$ cat src/rtl/lsm_pkg.sv
package lsm_pkg;
  typedef enum logic [1:0] {
    UOP_COPY  = 2'd0,
    UOP_XFER  = 2'd1,
    UOP_WBADD = 2'd2,
    UOP_WBSUB = 2'd3
  } uopKind_t;

  typedef struct packed {
    logic load;
    logic step;
  } ctrlStrobes_t;
endpackage

$ cat src/rtl/lsm_datapath.sv
module lsm_datapath
  import lsm_pkg::*;
#(
  parameter int LIST_W = 16,
  parameter int WORD_W = 32,
  parameter int STEP   = 4
) (
  input  logic                        clk,
  input  logic                        rstN,
  input  ctrlStrobes_t                strb,
  input  logic [WORD_W-1:0]           inWord,
  output logic                        modeOk,
  output logic                        listEmpty,
  output logic                        listOne,
  output logic                        wbEn,
  output logic                        upDir,
  output logic                        isLoad,
  output logic [$clog2(LIST_W)-1:0]   regIdx,
  output logic signed [WORD_W-1:0]    offset,
  output logic [WORD_W-1:0]           copyWord,
  output logic [WORD_W-1:0]           wbWord
);
  localparam int IDX_W = $clog2(LIST_W);
  localparam int CNT_W = $clog2(LIST_W + 1);

  logic [LIST_W-1:0]        remList;
  logic [CNT_W-1:0]         nQ;
  logic [3:0]               condQ;
  logic [3:0]               rnQ;
  logic [15:0]              upperLo;
  logic                     upQ, wbQ, ldQ;
  logic [CNT_W-1:0]         nIn;
  logic signed [WORD_W-1:0] nTimesStep, startOff;

  always_comb begin
    case (inWord[24:20])
      5'h01, 5'h03, 5'h08, 5'h09, 5'h0B, 5'h11, 5'h12, 5'h18, 5'h19: modeOk = 1'b1;
      default: modeOk = 1'b0;
    endcase
  end

  always_comb begin
    nIn = '0;
    for (int i = 0; i < LIST_W; i++) nIn = nIn + CNT_W'(inWord[i]);
  end

  always_comb begin
    nTimesStep = WORD_W'(nIn) * STEP;
    case ({inWord[24], inWord[23]})
      2'b00:   startOff = nTimesStep - STEP;
      2'b01:   startOff = '0;
      2'b10:   startOff = nTimesStep;
      default: startOff = STEP;
    endcase
  end

  always_comb begin
    regIdx = '0;
    for (int i = LIST_W - 1; i >= 0; i--)
      if (remList[i]) regIdx = IDX_W'(i);
  end

  always_ff @(posedge clk) begin
    if (!rstN) begin
      remList <= '0;
      nQ      <= '0;
      condQ   <= '0;
      rnQ     <= '0;
      upperLo <= '0;
      upQ     <= 1'b0;
      wbQ     <= 1'b0;
      ldQ     <= 1'b0;
      offset  <= '0;
    end else if (strb.load) begin
      remList <= inWord[LIST_W-1:0];
      nQ      <= nIn;
      condQ   <= inWord[31:28];
      rnQ     <= inWord[19:16];
      upperLo <= inWord[31:16];
      upQ     <= inWord[23];
      wbQ     <= inWord[21];
      ldQ     <= inWord[20];
      offset  <= startOff;
    end else if (strb.step) begin
      remList <= remList & (remList - LIST_W'(1));
      offset  <= upQ ? offset + STEP : offset - STEP;
    end
  end

  assign listEmpty = (remList == '0);
  assign listOne   = !listEmpty && ((remList & (remList - LIST_W'(1))) == '0);
  assign wbEn      = wbQ;
  assign upDir     = upQ;
  assign isLoad    = ldQ;
  assign copyWord  = {upperLo, 16'h0000};
  assign wbWord    = {condQ, 28'h0} | 32'h0240_0000 | (WORD_W'(rnQ) << 16)
                   | (WORD_W'(rnQ) << 12) | (WORD_W'(nQ) * STEP);
endmodule

$ cat src/rtl/lsm_ctrl.sv
module lsm_ctrl
  import lsm_pkg::*;
(
  input  logic         clk,
  input  logic         rstN,
  input  logic         inValid,
  input  logic         outReady,
  input  logic         modeOk,
  input  logic         listEmpty,
  input  logic         listOne,
  input  logic         wbEn,
  input  logic         upDir,
  output ctrlStrobes_t strb,
  output logic         inReady,
  output logic         outValid,
  output uopKind_t     outKind,
  output logic         outLast,
  output logic         badMode
);
  typedef enum logic [1:0] {S_IDLE, S_COPY, S_XFER, S_WB} state_t;
  state_t state, nextState;
  logic accept, fire;

  assign inReady  = (state == S_IDLE);
  assign outValid = (state != S_IDLE);
  assign accept   = inValid && inReady;
  assign fire     = outValid && outReady;

  always_comb begin
    strb.load = accept && modeOk;
    strb.step = fire && (state == S_XFER);
  end

  always_comb begin
    nextState = state;
    case (state)
      S_IDLE: if (accept && modeOk) nextState = S_COPY;
      S_COPY: if (fire) nextState = !listEmpty ? S_XFER : (wbEn ? S_WB : S_IDLE);
      S_XFER: if (fire && listOne) nextState = wbEn ? S_WB : S_IDLE;
      default: if (fire) nextState = S_IDLE;
    endcase
  end

  always_comb begin
    case (state)
      S_XFER: begin
        outKind = UOP_XFER;
        outLast = listOne && !wbEn;
      end
      S_WB: begin
        outKind = upDir ? UOP_WBADD : UOP_WBSUB;
        outLast = 1'b1;
      end
      S_COPY: begin
        outKind = UOP_COPY;
        outLast = listEmpty && !wbEn;
      end
      default: begin
        outKind = UOP_COPY;
        outLast = 1'b0;
      end
    endcase
  end

  always_ff @(posedge clk) begin
    if (!rstN) begin
      state   <= S_IDLE;
      badMode <= 1'b0;
    end else begin
      state   <= nextState;
      badMode <= accept && !modeOk;
    end
  end
endmodule

$ cat src/rtl/lsm_uop_seq.sv
module lsm_uop_seq
  import lsm_pkg::*;
(
  input  logic        clk,
  input  logic        rstN,
  input  logic        inValid,
  input  logic [31:0] inWord,
  output logic        inReady,
  output logic        outValid,
  input  logic        outReady,
  output logic [1:0]  outKind,
  output logic [31:0] outWord,
  output logic        outIsLoad,
  output logic [3:0]  outReg,
  output logic [31:0] outOffset,
  output logic        outLast,
  output logic        badMode
);
  ctrlStrobes_t strb;
  uopKind_t kind;
  logic modeOk, listEmpty, listOne, wbEn, upDir;
  logic [31:0] copyWord, wbWord;
  logic signed [31:0] offset;

  lsm_ctrl u_ctrl (
    .clk(clk), .rstN(rstN), .inValid(inValid), .outReady(outReady),
    .modeOk(modeOk), .listEmpty(listEmpty), .listOne(listOne), .wbEn(wbEn),
    .upDir(upDir), .strb(strb), .inReady(inReady), .outValid(outValid),
    .outKind(kind), .outLast(outLast), .badMode(badMode)
  );

  lsm_datapath #(.LIST_W(16), .WORD_W(32), .STEP(4)) u_dp (
    .clk(clk), .rstN(rstN), .strb(strb), .inWord(inWord), .modeOk(modeOk),
    .listEmpty(listEmpty), .listOne(listOne), .wbEn(wbEn), .upDir(upDir),
    .isLoad(outIsLoad), .regIdx(outReg), .offset(offset),
    .copyWord(copyWord), .wbWord(wbWord)
  );

  assign outKind   = kind;
  assign outOffset = offset;
  assign outWord   = (kind == UOP_COPY) ? copyWord :
                     (kind == UOP_XFER) ? 32'h0 : wbWord;
endmodule

$ cat config.mk
export PLATFORM = sky130hd
export DESIGN_NAME = lsm_uop_seq
export DESIGN_NICKNAME = d
export VERILOG_FILES = /design/src/rtl/lsm_pkg.sv /design/src/rtl/lsm_datapath.sv /design/src/rtl/lsm_ctrl.sv /design/src/rtl/lsm_uop_seq.sv
export SDC_FILE = /design/constraint.sdc
export NUM_CORES = 1
export LEC_CHECK = 0
export ABC_AREA = 1
export BUFFER_PORTS_ARGS = -buffer_cell sky130_fd_sc_hd__buf_2
export CORE_MARGIN = 1
export CORE_UTILIZATION = 38
export DETAILED_ROUTE_END_ITERATION = 6
export HOLD_SLACK_MARGIN = 0.08
export SYNTH_ARGS = -nofsm -noshare
export SYNTH_HDL_FRONTEND = slang
export SYNTH_SLANG_ARGS = --single-unit
$ cat constraint.sdc
create_clock -name clk -period 7.6 [get_ports clk]
set_clock_uncertainty 0.15 [all_clocks]
set_input_delay 1.52 -clock clk [delete_from_list [all_inputs] [get_ports clk]]
set_output_delay 1.52 -clock clk [all_outputs]
set_load 0.01 [all_outputs]
# --- Yosys cells after proc, flatten, opt, wreduce, memory -nomap -nowiden ---
# Memories as Yosys holds them, arrays and structs flattened.
# Index checks and enable logic that the tools add are counted.
op_classes:
  addsub: 19
  eq_ne: 9
  n_mux: 34
  bitwise: 4
  reduce_logical: 21
ops:
  columns: ["cell", "count"]
  rows:
  - ["32-bit 2-to-1 mux", 5]
  - ["32-bit one-hot mux with 3 select lines", 1]
  - ["5-bit by 1-bit adder with 5-bit output", 14]
  - ["4-bit 2-to-1 mux", 16]
  - ["32-bit by 4-bit adder with 32-bit output, second input constant", 1]
  - ["16-bit zero test", 2]
  - ["16-bit 2-to-1 mux", 2]
  - ["32-bit by 16-bit bitwise OR with 32-bit output", 1]
  - ["32-bit by 20-bit bitwise OR with 32-bit output", 1]
  - ["32-bit by 7-bit bitwise OR with 32-bit output", 1]
  - ["32-bit by 4-bit subtractor with 32-bit output, second input constant", 1]
  - ["16-bit AND", 1]
  - ["16-bit by 1-bit subtractor with 16-bit output, second input constant", 1]
  - ["2-bit 2-to-1 mux", 6]
  - ["1-bit logical AND", 9]
  - ["7-bit by 3-bit subtractor with 8-bit output, second input constant", 1]
  - ["2-bit by 1-bit == test with 1-bit output, second input constant", 3]
  - ["2-bit == test, second input constant", 3]
  - ["2-bit zero test", 3]
  - ["2-bit one-hot mux with 3 select lines", 1]
  - ["2-bit != test, second input constant", 2]
  - ["2-bit one-hot mux with 2 select lines", 1]
  - ["4-bit AND reduction", 1]
  - ["2-bit nonzero test", 2]
  - ["other kinds (6)", 8]
word_totals:
  reg_bits: 83
  mem_bits_ro: 32
  input_bits: 36
  out_inout_bits: 75
  elab_cells: 99
  memories: 1
mem_list:
  columns: ["memory", "words", "width", "read_ports", "rd_clocked_by_memory_dff", "write_ports", "line_no", "text"]
  rows:
  - ["(no name shown)", 32, 1, 1, 0, 0, "lsm_datapath.sv:36", "case (inWord[24:20])"]

# --- Logic depth before layout (Yosys ltp) ---
depth:
  word_depth: 18
  depth_mapped: 19
  depth_no_buf: 19

# --- Modules after synthesis ---
# From an unflattened synthesis, not the netlist that was laid out.
hier_totals:
  cells_unflattened: 1032
  area_unflattened_um2: 6542.5
modules_own_cells:
  columns: ["module", "instances", "cells_per_inst", "area_each_um2", "seq_area_each_um2"]
  rows:
  - ["lsm_datapath", 1, 875, 5776.8, 1341.3]
  - ["lsm_uop_seq", 1, 104, 440.4, 0.0]
  - ["lsm_ctrl", 1, 53, 325.3, 60.1]

# --- Worst setup path after synthesis ---
# No wires, ideal clock.
synth_path:
  kind: "input to register"
  startpoint: "in inWord[0]"
  endpoint: "reg u_dp.offset[15]"
  setup_ns: 0.120
  arrival_time_ns: 5.538
  required_time_ns: 7.330
  slack_ns: 1.792
  stages: 18
  path_buffers: 1
  path_cell_list: "ha_1 > inv_1 > fa_1 > inv_1 > fa_1 > fa_1 > inv_1 > fa_1 > fa_1 > fa_1 > or2_2 > nand2_1 > inv_1 > nand3_1 > nor4_4 > nor2_4 > buf_6 > a21oi_1"
synth_via:
  elab_chain_cells: 18
synth_rtl:
  columns: ["item", "line_no", "text"]
  rows:
  - ["start: declaration", "lsm_uop_seq.sv:7", "input logic [31:0] inWord,"]
  - ["1-bit by 1-bit adder with 2-bit output", "lsm_datapath.sv:44", "for (int i = 0; i < LIST_W; i++) nIn = nIn + CNT_W'(inWord[i]);"]
  - ["5-bit by 1-bit adder with 5-bit output (14 in series)", "lsm_datapath.sv:44", null]
  - ["7-bit by 3-bit subtractor with 8-bit output", "lsm_datapath.sv:50", "2'b00: startOff = nTimesStep - STEP;"]
  - ["32-bit one-hot mux with 3 select lines", "lsm_datapath.sv:49", "case ({inWord[24], inWord[23]})"]
  - ["32-bit 2-to-1 mux", "lsm_datapath.sv:74", "end else if (strb.load) begin"]
  - ["end signal: assignment", "lsm_datapath.sv:83", "offset <= startOff;"]
  - ["end signal: assignment", "lsm_datapath.sv:86", "offset <= upQ ? offset + STEP : offset - STEP;"]
  - ["end: declaration", "lsm_datapath.sv:19", "output logic signed [WORD_W-1:0] offset,"]
# No other way between the ends.
# A chain may end at the register's enable or synchronous reset.

# --- Worst setup path in the final report ---
layout_path:
  startpoint: "in inWord[0]"
  endpoint: "reg u_dp.offset[31]"
# The elaborated chain is that of the path after synthesis.

==> metrics.cfg <==
[cts]
worstSkewPairLatency_ns=0.36
ctsRootBufferMaster=clkbuf_16
clk_pin_slew_ns=0.06
numCtsBuffers=9
cts-hold-fix-buffers=0
cts_resized=0
htreeDepth=3
clkSinkCount=70
clockBufferDepth=2
cts_tree=built
post_cts_buffers=0

[pwr]
power.density_mw_per_mm2=263.9
leakagePower_nw=3.549
max-vdd-ir-drop_v=0.0001254

[worst_setup_path]
cp_data_arrival_time_ns=6.17
rr_startpoint=u_ctrl.state[0]$_SDFFE_PN0P_
required_ns=7.69
r2r_setup_slack_ns=3.90
rr_worst_depth=10
cp-end-kind=flop
startpoint=inWord[0]
worstSetupPathType=input port to flop
start_kind=input port
worstPathMaxFanout=12
reg2reg_to=u_dp.offset[31]$_SDFFE_PN0P_

[floorplanning]
initial_core_util_pct=39.26
die_h_um=125.2
boundaryPins=111
core-area_mm2=0.01470
die_area_mm2=0.01568
die_x_um=125.2
row_count=44

[placed_design]
portBuffers=101
placedCellCount=1158
dp_hpwl_mm=12.76
routabilityCongestion=0.9001

[timing]
worst_slew_pin_slew_ns=0.8209
finalHoldViolCount=0
period_share_pct=80.11
finalCriticalPeriod_ns=6.088
timing.fmax_mhz=164.2
finalSetupViolCount=0
slew_headroom_pct=45.14
setup_tns_ns=0
final_max_slew_viol_count=0
rsz0062_at_grt=no
hold_ws_ns=0.3050

[cells_and_area]
antennaDiodeCount=0
drive_above_1_share_pct=15.66
final_common_cell=nand2_1
fin_nets=1071
area_growth_pct=15.07
instances_no_fill=1174
final_cell_mix=176 x nand2_1, 121 x inv_1, 107 x nor2_1, 101 x buf_2, 97 x o21ai_0

[run_status]
status=complete, but fails checks
violations=design-rule violations

[logic_synthesis]
yosys-top-cells-area=dfxtp_1 24%, nand2_1 11%, ha_1 8.5%
yosysTopAreaCell=dfxtp_1
syn-cell-area_mm2=0.005771
syn_inst=895
ys_types=45
synth_seq_cells=70
yosysTopAreaCellShare_pct=24.28
yosysWarnings=0
syn_avg_cell_area_um2=6.448
ys_seq_area_share_pct=24.28

[global_routing]
grt_pass1_wl_mm=28.28
grt_util_all_layers_pct=22.47
antenna_found_initial=0
overflow=0
grt_max_degree=58
first_global_vias=5572

[min_path]
hp-start=u_dp.upperLo[10]$_SDFFE_PN0P_
hp-class=flop to flop
holdPathEnd=u_dp.upperLo[10]$_SDFFE_PN0P_
worst_hold_path.num_cells=2

[detailed_routing]
wl_mm=17.05
drc=22
dr.pass1.iters=7
wl_per_cell_um=14.52
vias_per_cell=5.075
ant_nets=0
drt_iter0_drc=424
vias=5958

[flow_run]
maxCapViolations=0

[worst max-delay path, cell delays in order]
cell     delay (ns)
buf_2          0.11
ha_1           0.26
inv_1          0.05
fa_1           0.48
inv_1          0.06
fa_1           0.47
fa_1           0.51
inv_1          0.05
fa_1           0.45
fa_1           0.42
fa_1           0.41
or2_2          0.28
nand2_1        0.07
inv_1          0.07
nand3_1        0.14
nor4_4         0.08
nor2_4         0.32
buf_4          0.31
a21oi_1        0.09
[worst max path at each step]
stage | end | cells past startpoint
finish | u_dp.offset[31]$_SDFFE_PN0P_ | 19
global route | u_dp.offset[31]$_SDFFE_PN0P_ | 19
CTS | u_dp.offset[31]$_SDFFE_PN0P_ | 19
detailed placement | u_dp.offset[31]$_SDFFE_PN0P_ | 19
global placement | u_dp.offset[31]$_SDFFE_PN0P_ | 19
floorplan | u_dp.offset[15]$_SDFFE_PN0P_ | 18
[power by group]
group          internal (mW)  switching, mW  total [mW]
Sequential             0.399         0.0257       0.425
Combinational          0.317          0.598       0.915
Clock                  0.224          0.187       0.412
[cell usage after synthesis, drive strengths merged]
cell type / instances
o21a: 2
xor2: 8
nand2: 182
ha: 39
nor4: 1
a221oi: 6
o31ai: 1
a31oi: 4
and2: 1
or2: 4
a21boi: 2
fa: 11
nand3b: 4
a21o: 4
nand4: 10
dfxtp: 70
inv: 125
a22oi: 2
a21oi: 100
clkbuf: 13
a211oi: 1
conb: 1
o22ai: 3
o221ai: 2
nor3: 13
o21ai: 101
o2111ai: 1
buf: 21
nand3: 43
nor2: 113
o21bai: 7
[layout make-up]
cell class	instances	area, um2
flip-flops and latches	70	1401
well taps	184	230.2
repair buffers	105	535.5
inverters	125	469.2
multi-input cells	674	3724
fillers	1564	8059
clock buffers	9	225.2
clock inverters	7	55.05
[stage by stage]
| stage | instance area (um2) | total power [mW] | utilization (%) | setup slack, ns |
|---|---|---|---|---|
| after floorplan | 5801 | 1.115 | - | 1.792 |
| after global placement | 6360 | 1.331 | 43.27 | 1.234 |
| after detailed placement | 6360 | 1.333 | 43.27 | 1.160 |
| after CTS | 6640 | 1.756 | 45.17 | 1.504 |
| after global routing | 6640 | 1.912 | 45.17 | 1.226 |
| final | 6640 | 1.752 | 45.17 | 1.512 |
[layer usage]
layer / vias up / global-route usage, % / part of all wire, %
li1: 3121 / - / -
met1: 2661 / 32.01 / 51
met2: 163 / 34.28 / 42
met3: 13 / 4.792 / 5.6
met4: 0 / 5.667 / 1.0
met5: - / 0 / 0
[cell families after synthesis]
group,Yosys count,share of synthesized area [%]
simple gates,371,27.52
compound gates,236,22.94
buf+inv,159,11.71
flops,70,24.28
fa+ha+maj,50,12.27
xor+xnor,8,1.214
other cells,1,0.06499
[sequential cells by signal, indices dropped and copies added (netlist names)]
signal and count:
u_dp.offset 30, u_dp.remList 16, u_dp.upperLo 16, u_dp.nQ 5
u_ctrl.state 2, u_ctrl.badMode 1
(Power assumes the default switching activity.)
